`config.mk`:
```
export PLATFORM = sky130hd
export DESIGN_NAME = divcnt_pfd
export DESIGN_NICKNAME = d
export VERILOG_FILES = /design/src/rtl/divcnt_pfd_pkg.sv /design/src/rtl/divcnt_pfd_edge_sync.sv /design/src/rtl/divcnt_pfd_ratio_div.sv /design/src/rtl/divcnt_pfd_sat_acc.sv /design/src/rtl/divcnt_pfd.sv
export SDC_FILE = /design/constraint.sdc
export NUM_CORES = 1
export LEC_CHECK = 0
export BUFFER_PORTS_ARGS = -buffer_cell sky130_fd_sc_hd__buf_2
export CAP_MARGIN = 30
export CORE_ASPECT_RATIO = 0.9
export CORE_MARGIN = 2
export CORE_UTILIZATION = 50
export CTS_BUF_LIST = sky130_fd_sc_hd__clkbuf_4 sky130_fd_sc_hd__clkbuf_8
export CTS_CLUSTER_DIAMETER = 60
export CTS_CLUSTER_SIZE = 8
export DETAILED_ROUTE_END_ITERATION = 7
export PLACE_DENSITY_LB_ADDON = 0.3
export SETUP_SLACK_MARGIN = 0.02
export SLEW_MARGIN = 20
export SYNTH_ARGS = -nofsm -noshare
export SYNTH_HDL_FRONTEND = slang
export SYNTH_SLANG_ARGS = --single-unit
```
`constraint.sdc`:
```
create_clock -name clk_i -period 2.7 [get_ports clk_i]
set_clock_uncertainty 0.1 [all_clocks]
set_input_delay 0.135 -clock clk_i [delete_from_list [all_inputs] [get_ports clk_i]]
set_output_delay 0.135 -clock clk_i [all_outputs]
set_load 0.05 [all_outputs]
```
`src/rtl/divcnt_pfd_pkg.sv`:
```
package divcnt_pfd_pkg;

    // Window controller states
    typedef enum logic [0:0] {
        S_MEASURE = 1'b0,   // counting events inside a window
        S_DUMP    = 1'b1    // strobe cycle: hand off sample, clear counters
    } win_state_e;

endpackage

```
`src/rtl/divcnt_pfd_edge_sync.sv`:
```
// Brings an asynchronous level into the local domain and emits one pulse
// per rising edge.
module divcnt_pfd_edge_sync #(
    parameter int STAGES = 2
) (
    input  logic clk_i,
    input  logic rst_i,
    input  logic async_i,
    output logic rise_o
);

    logic [STAGES-1:0] chain_q;
    logic              last_q;
    logic [STAGES:0]   chain_in;

    assign chain_in = {chain_q, async_i};

    always_ff @(posedge clk_i) begin
        if (rst_i) begin
            chain_q <= '0;
            last_q  <= 1'b0;
        end else begin
            chain_q <= chain_in[STAGES-1:0];
            last_q  <= chain_q[STAGES-1];
        end
    end

    assign rise_o = chain_q[STAGES-1] & ~last_q;

    // an edge pulse can never be two cycles long
    p_rise_single_r2: assert property (@(posedge clk_i) disable iff (rst_i)
        rise_o |=> !rise_o)
        else $error("p_rise_single_r2");

endmodule

```
`src/rtl/divcnt_pfd_ratio_div.sv`:
```
// Event divider: one tick per (ratio+1) input events, clearable.
module divcnt_pfd_ratio_div #(
    parameter int W = 16
) (
    input  logic         clk_i,
    input  logic         rst_i,
    input  logic         clr_i,
    input  logic         ev_i,
    input  logic [W-1:0] ratio_i,
    output logic         tick_o
);

    logic [W-1:0] cnt_q;
    logic         at_top;

    assign at_top = (cnt_q == ratio_i);
    assign tick_o = ev_i & at_top;

    always_ff @(posedge clk_i) begin
        if (rst_i || clr_i) begin
            cnt_q <= '0;
        end else if (ev_i) begin
            if (at_top) cnt_q <= '0;
            else        cnt_q <= cnt_q + {{(W-1){1'b0}}, 1'b1};
        end
    end

    // a clear always leaves the divider at its starting count
    p_div_clear_r8: assert property (@(posedge clk_i) disable iff (rst_i)
        clr_i |=> (cnt_q == '0))
        else $error("p_div_clear_r8");

    // after an emitted tick the divider restarts from zero
    p_div_restart_r3: assert property (@(posedge clk_i) disable iff (rst_i)
        tick_o |=> (cnt_q == '0))
        else $error("p_div_restart_r3");

endmodule

```
`src/rtl/divcnt_pfd_sat_acc.sv`:
```
// Saturating signed up/down accumulator of divided events.
module divcnt_pfd_sat_acc #(
    parameter int W = 21
) (
    input  logic                clk_i,
    input  logic                rst_i,
    input  logic                clr_i,
    input  logic                en_i,
    input  logic                up_i,
    input  logic                dn_i,
    output logic signed [W-1:0] nxt_o,
    output logic                hit_o
);

    localparam logic signed [W-1:0] TOP = {1'b0, {(W-1){1'b1}}};
    localparam logic signed [W-1:0] BOT = {1'b1, {(W-1){1'b0}}};
    localparam logic [W-1:0]        ONE = {{(W-1){1'b0}}, 1'b1};

    logic signed [W-1:0] acc_q;

    always_comb begin
        nxt_o = acc_q;
        hit_o = 1'b0;
        if (up_i && !dn_i) begin
            if (acc_q == TOP) hit_o = 1'b1;
            else              nxt_o = acc_q + ONE;
        end else if (dn_i && !up_i) begin
            if (acc_q == BOT) hit_o = 1'b1;
            else              nxt_o = acc_q - ONE;
        end
    end

    always_ff @(posedge clk_i) begin
        if (rst_i || clr_i) acc_q <= '0;
        else if (en_i)      acc_q <= nxt_o;
    end

    // the accumulator restarts at zero after a clear
    p_acc_clear_r8: assert property (@(posedge clk_i) disable iff (rst_i)
        clr_i |=> (acc_q == '0))
        else $error("p_acc_clear_r8");

    // a saturating step leaves the stored value unchanged
    p_acc_pinned_r7: assert property (@(posedge clk_i) disable iff (rst_i)
        (hit_o && en_i && !clr_i) |=> $stable(acc_q))
        else $error("p_acc_pinned_r7");

endmodule

```
`src/rtl/divcnt_pfd.sv`:
```
// Divided-counter phase-frequency detector, top level.
module divcnt_pfd
    import divcnt_pfd_pkg::*;
#(
    parameter int DIV_W       = 16,
    parameter int WIN_W       = 16,
    parameter int ERR_W       = 21,
    parameter int SYNC_STAGES = 2
) (
    input  logic                    clk_i,
    input  logic                    rst_i,
    input  logic                    ref_i,
    input  logic [DIV_W-1:0]        ref_ratio_i,
    input  logic [DIV_W-1:0]        fb_ratio_i,
    input  logic                    rate_en_i,
    input  logic [WIN_W-1:0]        win_tc_i,
    output logic signed [ERR_W-1:0] err_o,
    output logic                    strobe_o,
    output logic                    ovf_o
);

    localparam logic [WIN_W-1:0] WIN_ONE = {{(WIN_W-1){1'b0}}, 1'b1};

    win_state_e state_q, state_d;

    logic                    measuring;
    logic                    dumping;
    logic                    win_end;
    logic [WIN_W-1:0]        win_cnt_q;
    logic                    ref_rise;
    logic                    ref_tick;
    logic                    fb_tick;
    logic signed [ERR_W-1:0] acc_nxt;
    logic                    acc_hit;
    logic                    sat_seen_q;
    logic signed [ERR_W-1:0] err_q;
    logic                    ovf_q;

    assign measuring = (state_q == S_MEASURE);
    assign dumping   = (state_q == S_DUMP);
    assign win_end   = measuring && rate_en_i && (win_cnt_q == win_tc_i);

    // ---------------- state register ----------------
    always_ff @(posedge clk_i) begin
        if (rst_i) state_q <= S_MEASURE;
        else       state_q <= state_d;
    end

    // ---------------- next state ----------------
    always_comb begin
        state_d = state_q;
        unique case (state_q)
            S_MEASURE: state_d = win_end ? S_DUMP : S_MEASURE;
            S_DUMP:    state_d = S_MEASURE;
            default:   state_d = S_MEASURE;
        endcase
    end

    // ---------------- outputs ----------------
    always_comb begin
        strobe_o = 1'b0;
        unique case (state_q)
            S_MEASURE: strobe_o = 1'b0;
            S_DUMP:    strobe_o = 1'b1;
            default:   strobe_o = 1'b0;
        endcase
    end

    assign err_o = err_q;
    assign ovf_o = ovf_q;

    // ---------------- window counter ----------------
    always_ff @(posedge clk_i) begin
        if (rst_i || dumping)           win_cnt_q <= '0;
        else if (measuring && rate_en_i) win_cnt_q <= win_cnt_q + WIN_ONE;
    end

    // ---------------- sample and flag ----------------
    always_ff @(posedge clk_i) begin
        if (rst_i) begin
            err_q      <= '0;
            ovf_q      <= 1'b0;
            sat_seen_q <= 1'b0;
        end else if (dumping) begin
            sat_seen_q <= 1'b0;
        end else begin
            sat_seen_q <= sat_seen_q | acc_hit;
            if (win_end) begin
                err_q <= acc_nxt;
                ovf_q <= sat_seen_q | acc_hit;
            end
        end
    end

    // ---------------- datapath ----------------
    divcnt_pfd_edge_sync #(
        .STAGES (SYNC_STAGES)
    ) u_ref_sync (
        .clk_i   (clk_i),
        .rst_i   (rst_i),
        .async_i (ref_i),
        .rise_o  (ref_rise)
    );

    divcnt_pfd_ratio_div #(
        .W (DIV_W)
    ) u_ref_div (
        .clk_i   (clk_i),
        .rst_i   (rst_i),
        .clr_i   (dumping),
        .ev_i    (ref_rise & measuring),
        .ratio_i (ref_ratio_i),
        .tick_o  (ref_tick)
    );

    divcnt_pfd_ratio_div #(
        .W (DIV_W)
    ) u_fb_div (
        .clk_i   (clk_i),
        .rst_i   (rst_i),
        .clr_i   (dumping),
        .ev_i    (measuring),
        .ratio_i (fb_ratio_i),
        .tick_o  (fb_tick)
    );

    divcnt_pfd_sat_acc #(
        .W (ERR_W)
    ) u_acc (
        .clk_i (clk_i),
        .rst_i (rst_i),
        .clr_i (dumping),
        .en_i  (measuring),
        .up_i  (ref_tick),
        .dn_i  (fb_tick),
        .nxt_o (acc_nxt),
        .hit_o (acc_hit)
    );

    // ---------------- assertions ----------------
    // the strobe lasts exactly one cycle
    p_strobe_pulse_r5: assert property (@(posedge clk_i) disable iff (rst_i)
        strobe_o |=> !strobe_o)
        else $error("p_strobe_pulse_r5");

    // the error sample changes only together with the strobe
    p_err_hold_r6: assert property (@(posedge clk_i) disable iff (rst_i)
        !strobe_o |-> $stable(err_o))
        else $error("p_err_hold_r6");

    // the overflow flag changes only together with the strobe
    p_ovf_hold_r9: assert property (@(posedge clk_i) disable iff (rst_i)
        !strobe_o |-> $stable(ovf_o))
        else $error("p_ovf_hold_r9");

    // the dump state lasts one cycle and no divided event occurs in it
    p_dump_quiet_r8: assert property (@(posedge clk_i) disable iff (rst_i)
        dumping |-> (!ref_tick && !fb_tick))
        else $error("p_dump_quiet_r8");

endmodule

```
==> metrics, run 1 <==
actual slew at the worst max-slew pin=between 500 and 600 ps; detailed placement HPWL=between 8000 and 9000 um; Num CTS Buffers=9; Die X=roughly 110 um; sequential power share=54.3%; Fill cells=about 830; HP Class=in -> reg; total power draw=2.646 mW; Post-Syn Area=between 4000 and 5000 um^2; number of max-cap violations=0; WP data required=about 2900 ps; Cells after Synth=570; routed wire length=~11000 um; achievable frequency=roughly 390 MHz; Crit Path Class=reg -> reg; most common cell after layout, fill and taps aside=dfxtp_1; Top cell by count, worst path=or4_4; Via density=5.374; outcome=completed; routed len/inst=around 14 um; number of synthesized flops with an enable pin=0; crit-path leading delay family=simple AND/OR/NAND/NOR gates; WP depth=8; RSZ-0062 raised after global routing=yes; Synth Flop Type=dfxtp_1; area growth from synthesis to layout=19.63%; CTS tree=done; Synth warnings=0; post-layout util=61.03%; Nets=723; reg2reg path depth=8; slowest stage delay, CP=between 400 and 500 ps; Pwr Density=~450 nW/um^2; clock tree buffer depth=2; sequential share of the synthesized area=39.35%; syn_area_per_cell=~8.6 um^2; worst vdd ir=~260 uV; Worst Path Arrival=2710 ps; CTS H-tree depth=3; top cells by area, synth=dfxtp_1 (39%), xnor2_1 (9.1%), xor2_1 (9.1%); fin crit share=94.84%; leading cell types in the layout, fill and taps excluded=dfxtp_1 (92), nor2_1 (82), buf_2 (74), nand2_1 (52), xnor2_1 (51); ratio of cells with drive above 1 in the final layout=a little over a fifth; post-placement setup slack=around 72 ps; combinational share of power=roughly 6.2%; CTS Sinks=96; setup tns final=0 ps; io pins=75; clock share of power=just under 40%; initial DRC count=approximately 290; Synth Register Bits=96; I/O Buffers=74; min cycle time layout=about 2600 ps; total die area=~11000 um^2; CP endpoint kind=register; critical path peak fanout=5; Initial Util=51.02%; Rows=34; CP Launch Type=register; antenna diode count=0; ys async rst share=0%; pin count of the biggest net entering global routing=22; Core ar.=approximately 9600 um^2; Lkg Pwr=about 2.4 nW; vias in the first global route=approximately 4.2k; gpl congestion=between 0.9 and 1; # DRC=0; synth unique cells=48; root buffer cell=clkbuf_8; Sw Ratio=22.95%; Worst-Skew Late Latency=roughly 360 ps; Clk pin slew, worst setup/hold paths=100 ps; via count=4283; Int Power=a little over 2 mW; Pre-antenna DRT Iters=5; relative slew slack=61.23%; Crit path buffers/inverters=0; worst-path cell chain=xor2_1 > nor4_4 > nand4_4 > or4_4 > or4_4 > o31ai_2 > xnor2_1 > o21ai_1; GR Overflow Total=0; Critical Path Slowest Stage Cell=or4_4; endpoints failing setup=0; setup slack after layout=139.3 ps; syn nets=approximately 630; area occupied by multi-input gates=approximately 2900 um^2; Die Ht=between 90 and 100 um; Yosys top cell area share=between 30 and 40%; Max Transition Viols Final=0; first-pass GRT wire length=roughly 19000 um; initial antenna violation count=0; Final Hold Vio Count=0; final hold slack=approximately 21 ps; worst hold stages=2; Final ANT Viol Nets=0; post-synth top area cell=dfxtp_1; FF+latch area=1929 um^2; Sw Pwr=0.6073 mW; gr usage total=22.35%
[Yosys cell counts, types with 3 or more instances]
master / n
or4_1: 3
and4_1: 6
nor2_1: 82
a21oi_1: 19
clkbuf_1: 13
and3_1: 16
nand4_1: 17
a211oi_1: 4
nand2_1: 52
nor4_1: 9
xor2_1: 51
mux2i_1: 6
inv_1: 11
and2_1: 8
nor2b_1: 6
or3_1: 15
nand3_1: 22
o21ai_0: 20
nor4_4: 5
o21ai_1: 6
xnor2_1: 51
o22ai_1: 7
ha_1: 5
nor3_1: 10
dfxtp_1: 96
nand3b_1: 3
[cell type report]
class,instances,share of cell area (%)
Tap cell,126,2.699
Clock buffer,10,2.249
Timing Repair Buffer,100,9.981
Clock inverter,6,1.542
Inverter,11,0.7068
Multi-Input combinational cell,448,49.80
Sequential cell,96,33.03
[through the flow]
step           instance area [um^2]  cells
2_1_floorplan                  4885    570
3_3_place_gp                   5538    777
3_5_place_dp                   5538    777
4_1_cts                        5779    795
5_1_grt                        5842    797
6_report                       5842    797
[state kept, by name, summed over array words and instances (netlist names), 2 cells and up]
signal	flops
win_cnt_q	16
u_ref_sync.chain_q	2
u_ref_div.cnt_q	16
u_fb_div.cnt_q	16
err_o	21
u_acc.acc_q	21
[routing by layer]
layer  up-vias  wire length (um)  global-route usage (%)
met5         -                 0                       0
met2       132              5429                   37.49
li1       2155                 -                       -
met3        17               616                   4.740
met1      1979              5143                   29.19
met4         0               165                   6.016
[worst reg2reg max path: stages, from the launching register on]
cell	delay (ps)
dfxtp_1	360
xor2_1	210
nor4_4	360
nand4_4	140
or4_4	490
or4_4	450
o31ai_2	80
xnor2_1	160
o21ai_1	90
[power groups by stage]
stage	clock (mW)	combinational (mW)	sequential [mW]
2_1_floorplan	0	0.0936	1.47
3_3_place_gp	0	0.157	1.47
3_5_place_dp	0	0.161	1.47
4_1_cts	1.07	0.164	1.44
5_1_grt	1.14	0.183	1.44
6_report	1.05	0.165	1.44
[repair_timing]
| item | 4_1_cts | 5_1_grt |
|---|---|---|
| gates resized for setup | 0 | 13 |
| setup buffers | 0 | 2 |
| hold endpoints to repair | 3 | 0 |
| endpoints found under the setup margin | 0 | 16 |
| hold buffers | 2 | 0 |
[worst paths after layout]
| kind | startpoint | endpoint | slack, ps |
|---|---|---|---|
| setup / recovery | u_ref_div.cnt_q[9] | err_o[5] | 140 |
| hold / removal | rst_i | err_o[20] | 20 |
| setup reg to reg | u_ref_div.cnt_q[9] | err_o[5] | 140 |
| hold reg to reg | err_o[9] | err_o[9] | 350 |
[cell families after synthesis]
kind of cell,count (synthesis),share of synthesized area [%]
simple gates,267,29.29
xor+xnor,102,18.29
flops,96,39.35
compound gates,68,8.507
buf+inv,26,2.050
mux,6,1.230
fa+ha+maj,5,1.281
(Power assumes the default switching activity.)
==> run 2, diff against run 1 <==
- BUFFER_PORTS_ARGS: -buffer_cell sky130_fd_sc_hd__buf_2 -> unset
- CORE_MARGIN: 2 -> 4
- CTS_BUF_LIST: sky130_fd_sc_hd__clkbuf_4 sky130_fd_sc_hd__clkbuf_8 -> sky130_fd_sc_hd__clkbuf_8 sky130_fd_sc_hd__clkbuf_16
- DONT_BUFFER_PORTS: unset -> 1
==> run 2 against run 1 <==
  * Fmax decreased by 1.8%
  * Non-clock buffer count decreased by 71
  * Routed wire length grew 0.73%
  * Critical path type unchanged
  * Critical endpoint unchanged
==> metrics, run 2 (synthesized netlist as in run 1, its figures left out) <==
outcome=completed; CP Launch Type=register; area growth from synthesis to layout=11.91%; initial DRC count=between 300 and 400; min cycle time layout=approximately 2600 ps; final std cells w/o fill=about 720; post-placement setup slack=59.90 ps; Lkg Pwr=between 2 and 2.5 nW; number of max-cap violations=0; CTS tree=done; WP data required=2850 ps; gr usage total=between 20% and 30%; total power draw=approximately 2.5 mW; Final Cell Area=5465 um^2; routed wire length=about 11000 um; detailed placement HPWL=8555 um; endpoints failing setup=0; dpl cells=roughly 700; leading cell types in the layout, fill and taps excluded=dfxtp_1 (94), nor2_1 (82), nand2_1 (52), xnor2_1 (51), xor2_1 (50); Max Transition Viols Final=0; achievable frequency=between 300 and 400 MHz; CP endpoint kind=register; pin count of the biggest net entering global routing=38; CTS H-tree depth=3; GR Overflow Total=0; Sw Pwr=a little under 0.6 mW; Fill cells=850; ratio of cells with drive above 1 in the final layout=roughly a tenth; area occupied by multi-input gates=around 2900 um^2; vias in the first global route=about 3.9k; Die X=112.2 um; Num CTS Buffers=9; io pins=between 70 and 80; CTS Sinks=96; Rows=33; I/O Buffers=0; clock tree buffer depth=2; worst vdd ir=roughly 300 uV; first-pass GRT wire length=approximately 19000 um; Int Power=just under 2 mW; sequential power share=a little under three fifths; routed len/inst=15.84 um; combinational share of power=under 10%; Final Hold Vio Count=0; Final ANT Viol Nets=0; setup slack after layout=between 90 and 100 ps; Worst Path Arrival=approximately 2800 ps; via count=roughly 4.0k; Worst-Skew Late Latency=360 ps; Die Ht=101.8 um; Via density=approximately 5.6; Placed Area=just over 5000 um^2; Nets=about 650; Sw Ratio=23.36%; gpl congestion=between 0.8 and 0.9; critical path peak fanout=5; post-layout util=approximately three fifths; total die area=about 11000 um^2; clock share of power=38.3%; relative slew slack=around three fifths; Core ar.=9331 um^2; setup tns final=0 ps; Clk pin slew, worst setup/hold paths=100 ps; Pre-antenna DRT Iters=5; final hold slack=between 60 and 70 ps; most common cell after layout, fill and taps aside=dfxtp_1; # DRC=0; antenna diode count=0; root buffer cell=clkbuf_8; Crit Path Class=reg -> reg; FF+latch area=~1900 um^2; Initial Util=a little over half; HP Class=in -> reg; Pwr Density=around 460 nW/um^2; actual slew at the worst max-slew pin=between 500 and 600 ps; RSZ-0062 raised after global routing=yes; initial antenna violation count=0; fin crit share=a little under 100%
run 2: cell count changes in the layout (fill, tap and decap cells not counted), moves of 2 or more:
cell / before / now
inv_6: 2 / 0
buf_2: 74 / 0
buf_4: 23 / 25
dfxtp_1: 92 / 94
dfxtp_2: 3 / 1
run 2: power groups by stage:
| stage | clock (mW) | combinational [mW] | sequential (mW) |
|---|---|---|---|
| after detailed placement | 0 | 0.116 | 1.47 |
| after global routing | 1.05 | 0.137 | 1.44 |
| after global placement | 0 | 0.113 | 1.47 |
| final | 0.966 | 0.124 | 1.44 |
| after floorplan | 0 | 0.0936 | 1.47 |
| after CTS | 1.00 | 0.124 | 1.44 |
run 2: critical path, stage by stage, from the launching register on:
cell,delay (ps)
dfxtp_4,370
xor2_2,190
nor4_4,380
nand4_4,130
or4_4,560
or4_4,450
o31ai_4,70
xnor2_1,160
o21ai_1,70
run 2: metal layers:
| metal | part of all wire (%) | track usage (%) | up-vias |
|---|---|---|---|
| li1 | - | - | 2014 |
| met1 | 45 | 25.74 | 1904 |
| met2 | 48 | 33.58 | 103 |
| met3 | 6.1 | 5.615 | 8 |
| met4 | 0.88 | 5.545 | 0 |
| met5 | 0 | 0 | - |
run 2: area by class of cell:
type / count / share of cell area, %
tap: 122 / 2.793
sequential: 96 / 35.26
multi-input combinational: 448 / 53.07
clock inverter: 6 / 1.259
timing repair buffer: 29 / 4.350
clock buffer: 10 / 2.518
inverter: 11 / 0.7555
run 2: what timing repair did:
action                                 CTS  global route
hold buffers                             3             0
resized for setup                        0             9
setup endpoints to repair                0            22
buffers inserted                         0             2
endpoints found under the hold margin   20             0
run 2: worst paths after layout:
| check | startpoint | endpoint | slack [ps] | depth (start not counted) |
|---|---|---|---|---|
| setup / recovery | u_ref_div.cnt_q[13] | err_o[5] | 90 | 8 |
| hold reg to reg | u_ref_sync.chain_q[0] | u_ref_sync.chain_q[1] | 360 | 1 |
| setup reg to reg | u_ref_div.cnt_q[13] | err_o[5] | 90 | 8 |
| hold / removal | rst_i | err_o[1] | 60 | 3 |
